File: config.mk
export PLATFORM = sky130hd
export DESIGN_NAME = npc_unit
export DESIGN_NICKNAME = d
export VERILOG_FILES = /design/src/rtl/npc_pkg.sv /design/src/rtl/npc_branch_calc.sv /design/src/rtl/npc_jump_calc.sv /design/src/rtl/npc_select.sv /design/src/rtl/npc_unit.sv
export SDC_FILE = /design/constraint.sdc
export NUM_CORES = 1
export LEC_CHECK = 0
export CORE_AREA = 2 2 115 117
export CTS_CLUSTER_DIAMETER = 200
export DETAILED_ROUTE_END_ITERATION = 10
export DIE_AREA = 0 0 117 119
export PLACE_DENSITY_LB_ADDON = 0.15
export SETUP_SLACK_MARGIN = 0.02
export SLEW_MARGIN = 20
export SYNTH_ARGS = -nofsm -noshare
export SYNTH_HDL_FRONTEND = slang
export SYNTH_SLANG_ARGS = --single-unit
File: constraint.sdc
create_clock -name clk -period 9.37 [get_ports clk]
set_clock_uncertainty 0.05 [all_clocks]
set_input_delay 1.874 -clock clk [delete_from_list [all_inputs] [get_ports clk]]
set_output_delay 1.874 -clock clk [all_outputs]
set_load 0.01 [all_outputs]
File: src/rtl/npc_pkg.sv
package npc_pkg;
  parameter int ADDR_W = 32;
  parameter int OFF_W  = 16;
  parameter int JF_W   = 26;
  parameter int CLS_W  = 3;

  typedef enum logic [CLS_W-1:0] {
    CLS_SEQ  = 3'd0,
    CLS_BEQ  = 3'd1,
    CLS_BNE  = 3'd2,
    CLS_JMP  = 3'd3,
    CLS_CALL = 3'd4,
    CLS_IND  = 3'd5
  } npc_cls_e;
endpackage

File: src/rtl/npc_branch_calc.sv
module npc_branch_calc #(
  parameter int ADDR_W = 32,
  parameter int OFF_W  = 16
) (
  input  logic [ADDR_W-1:0] pc_i,
  input  logic [OFF_W-1:0]  off_i,
  output logic [ADDR_W-1:0] pc_seq_o,
  output logic [ADDR_W-1:0] br_tgt_o
);
  localparam int EXT_W = ADDR_W - OFF_W - 2;
  localparam logic [ADDR_W-1:0] STEP = ADDR_W'(4);

  logic [ADDR_W-1:0] disp;

  // word displacement, sign-extended then scaled by four
  assign disp     = {{EXT_W{off_i[OFF_W-1]}}, off_i, 2'b00};
  assign pc_seq_o = pc_i + STEP;
  assign br_tgt_o = pc_seq_o + disp;
endmodule

File: src/rtl/npc_jump_calc.sv
module npc_jump_calc #(
  parameter int ADDR_W = 32,
  parameter int JF_W   = 26
) (
  input  logic [ADDR_W-1:0] pc_seq_i,
  input  logic [JF_W-1:0]   field_i,
  output logic [ADDR_W-1:0] jmp_tgt_o
);
  localparam int REGION_W = ADDR_W - JF_W - 2;

  generate
    if (REGION_W > 0) begin : g_region
      assign jmp_tgt_o = {pc_seq_i[ADDR_W-1 -: REGION_W], field_i, 2'b00};
    end else begin : g_flat
      assign jmp_tgt_o = {field_i[ADDR_W-3:0], 2'b00};
    end
  endgenerate
endmodule

File: src/rtl/npc_select.sv
module npc_select
  import npc_pkg::*;
#(
  parameter int ADDR_W = 32
) (
  input  logic [CLS_W-1:0]  cls_i,
  input  logic              eq_i,
  input  logic [ADDR_W-1:0] pc_seq_i,
  input  logic [ADDR_W-1:0] br_tgt_i,
  input  logic [ADDR_W-1:0] jmp_tgt_i,
  input  logic [ADDR_W-1:0] ind_tgt_i,
  output logic [ADDR_W-1:0] next_pc_o,
  output logic              call_o
);
  always_comb begin
    next_pc_o = pc_seq_i;
    call_o    = 1'b0;
    case (cls_i)
      CLS_BEQ:  if (eq_i)  next_pc_o = br_tgt_i;
      CLS_BNE:  if (!eq_i) next_pc_o = br_tgt_i;
      CLS_JMP:  next_pc_o = jmp_tgt_i;
      CLS_CALL: begin
        next_pc_o = jmp_tgt_i;
        call_o    = 1'b1;
      end
      CLS_IND:  next_pc_o = ind_tgt_i;
      default:  next_pc_o = pc_seq_i;
    endcase
  end
endmodule

File: src/rtl/npc_unit.sv
module npc_unit
  import npc_pkg::*;
(
  input  logic                clk,
  input  logic                rst,
  input  logic [CLS_W-1:0]    cls_i,
  input  logic [OFF_W-1:0]    boff_i,
  input  logic [JF_W-1:0]     jfield_i,
  input  logic                regs_eq_i,
  input  logic [ADDR_W-1:0]   jr_val_i,
  output logic [ADDR_W-1:0]   pc_o,
  output logic [ADDR_W-1:0]   link_o,
  output logic                link_we_o
);
  logic [ADDR_W-1:0] pc_seq;
  logic [ADDR_W-1:0] br_tgt;
  logic [ADDR_W-1:0] jmp_tgt;
  logic [ADDR_W-1:0] next_pc;
  logic              is_call;

  npc_branch_calc #(.ADDR_W(ADDR_W), .OFF_W(OFF_W)) u_br (
    .pc_i     (pc_o),
    .off_i    (boff_i),
    .pc_seq_o (pc_seq),
    .br_tgt_o (br_tgt)
  );

  npc_jump_calc #(.ADDR_W(ADDR_W), .JF_W(JF_W)) u_jmp (
    .pc_seq_i  (pc_seq),
    .field_i   (jfield_i),
    .jmp_tgt_o (jmp_tgt)
  );

  npc_select #(.ADDR_W(ADDR_W)) u_sel (
    .cls_i     (cls_i),
    .eq_i      (regs_eq_i),
    .pc_seq_i  (pc_seq),
    .br_tgt_i  (br_tgt),
    .jmp_tgt_i (jmp_tgt),
    .ind_tgt_i (jr_val_i),
    .next_pc_o (next_pc),
    .call_o    (is_call)
  );

  always_ff @(posedge clk) begin
    if (rst) begin
      pc_o      <= '0;
      link_o    <= '0;
      link_we_o <= 1'b0;
    end else begin
      pc_o      <= next_pc;
      link_we_o <= is_call;
      if (is_call) link_o <= pc_seq;
    end
  end
endmodule

==> metrics.txt <==
run status=finished clean; Final min period=5360 ps; syn_area_per_cell=7.74 sq um; Max-cap violations=0; first-pass GRT wire length=25500 um; final setup fails=0; post-synthesis sequential element count=65; TritonRoute pass-1 iters=6; Least-Margin Pin Slew=1120 ps; Final Max Tran Viols=0; full die area=13900 sq um; post-DP HPWL=12800 um; area leader, netlist=dfxtp_1; pin count of the biggest net entering global routing=73; leakage=~2.7 nW; ratio of final minimum period to clock period=0.572; GPL Wtd Cong=0.936; layout cell share with drive strength beyond 1=0.0506; Async SR Flop Fraction=0; final wirelength=16500 um; setup TNS=0 ps; Routed Antenna Nets=0; CTS tree=yes; post-CTS sizing=0; root buffer cell=clkbuf_16; Starting Density=0.383; hold_buf cts=0; Worst Hold Class=flop to flop; DRT iter0 DRCs=around 760; H-tree depth=3; worst setup margin=4010 ps; WP data required=9500 ps; power per cell area=138 nW/um^2; worst-skew pair later-pin latency=roughly 320 ps; Arr. time, crit path=5490 ps; initial antenna violation count=0; CTS buffer count=9; routed len/inst=17.5 um; area of the mapped netlist=~5000 sq um; most common cell after layout, fill and taps aside=clkdlybuf4s50_1; YS warnings=0; Main synth FF type=dfxtp_1; Total Nets Final=~880; Synth Instances=637; post-CTS setup buffer count=0; diode count=0; slowest CP cell=nand2_1; relative slew slack=0.251; via density per instance=between 5 and 6; Critical Path Sink Type=flop; Max Clk Rate=186 MHz; RSZ-0062 raised after global routing=false; most frequent cells in the layout=clkdlybuf4s50_1 (143), nor2_1 (89), nand2_1 (69), dfxtp_1 (65), a21oi_1 (60); GRT Total Usage=0.234; Post-Synthesis Net Count=~750; I/O Buffers=144; worst vdd ir=0.0000963 V; Vias=5297; core area=12900 sq um; vias in the first global route=just under 5000; # IOs=145; EDFF count, synth=0; Core Util, Final=0.526; Area Overhead vs Synth=37.2%; Max Buffers Root-to-Sink=2; Rows=42; Yosys cell types=70; top cells by area, synth=dfxtp_1 (26%), ha_1 (8.9%), nor2_1 (6.8%); sequential area share after synthesis=0.264; most used cell, CP=nand2_1; Num Clock Sinks=65; Setup WS pre-CTS=~3800 ps; chip height=119 um; final hold vios=0; critical path startpoint category=primary input; fillers=~1200; grt ovf=0; CP max stage delay=960 ps; CP Max Fanout=29; CP Class=primary input to flop; Die W=117 um; clock slew at reported path FFs=50 ps; worst-path cell chain=clkdlybuf4s50_1 -> nor2_1 -> nand2_1 -> nand2_1 -> or2_2 -> a22oi_1 -> o221ai_1; post-synth top area share=0.264; remaining routing DRC violations=0
[power breakdown]
part	leakage [nW]	internal (mW)	switching, mW
Sequential	0.533	0.296	0.0195
Combinational	2.05	0.151	0.171
Clock	0.124	0.185	0.111
Total	2.71	0.632	0.302
[kinds of logic after synthesis]
group,count (synthesis),synth area share
adder cells (fa/ha/maj),36,0.0928
XOR/XNOR,50,0.0903
AND/OR/NAND/NOR,264,0.265
flip-flops,65,0.264
AO/OA/AOI/OAI,168,0.237
multiplexers,6,0.0124
buffers and inverters,48,0.0388
[synth_stat cells, drive strengths merged (3+ instances only)]
cell type	count
xnor2	27
and3	6
dfxtp	65
o21ai	23
nand3	18
buf	8
ha	35
a22oi	4
o21a	5
and2	5
a31oi	5
a211oi	6
o22ai	6
nor3b	4
nand2b	5
nand3b	4
o31ai	4
nand4	9
nor2b	5
nor3	33
nor2	89
and4	4
inv	17
mux2i	5
o221ai	3
o211ai	4
a21o	8
nor4	3
clkbuf	23
xor2	23
a222oi	23
nand2	69
a21oi	61
[registers in the layout (all words and copies together) (netlist names)]
register,cells
link_o,32
link_we_o,1
pc_o,32
[through the flow]
stage               hold slack (ps)  instance area (sq um)  instances  power [mW]
floorplan                       390                   4930        637       0.511
global placement                400                   6510        931       0.632
detailed placement              408                   6510        931       0.638
CTS                             415                   6770        946       0.936
global route                    435                   6770        946       0.983
finish                          413                   6770        946       0.934
[path summary, 6_finish.rpt]
kind | startpoint | to | slack [ps] | cells after the start
max | cls_i[0] | pc_o[30]$_SDFF_PP0_ | 4010 | 7
min | link_o[1]$_SDFFE_PP0P_ | link_o[1]$_SDFFE_PP0P_ | 410 | 2
max reg2reg | pc_o[2]$_SDFF_PP0_ | pc_o[23]$_SDFF_PP0_ | 5230 | 16
min reg2reg | link_o[1]$_SDFFE_PP0P_ | link_o[1]$_SDFFE_PP0P_ | 410 | 2
[worst max-delay path: cells and delay by family]
kind	cells	cell delay, ps
simple gates	4	2460
buf+inv	1	870
compound gates	2	260
[area by class of cell]
type	instances	area (sq um)	share of cell area
multi-input combinational	524	3450	0.510
sequential	65	1300	0.192
tap	176	220	0.0325
clock buffer	15	258	0.0381
timing repair buffer	149	1470	0.218
inverter	17	63.8	0.00943
[routing by layer]
| metal | GRT usage | wire length (um) | vias up |
|---|---|---|---|
| met5 | 0 | 0 | - |
| met4 | 0.0868 | 425 | 0 |
| met3 | 0.0351 | 1270 | 28 |
| met2 | 0.372 | 7540 | 239 |
| met1 | 0.319 | 7310 | 2444 |
| li1 | - | - | 2586 |
(Power assumes the default switching activity.)
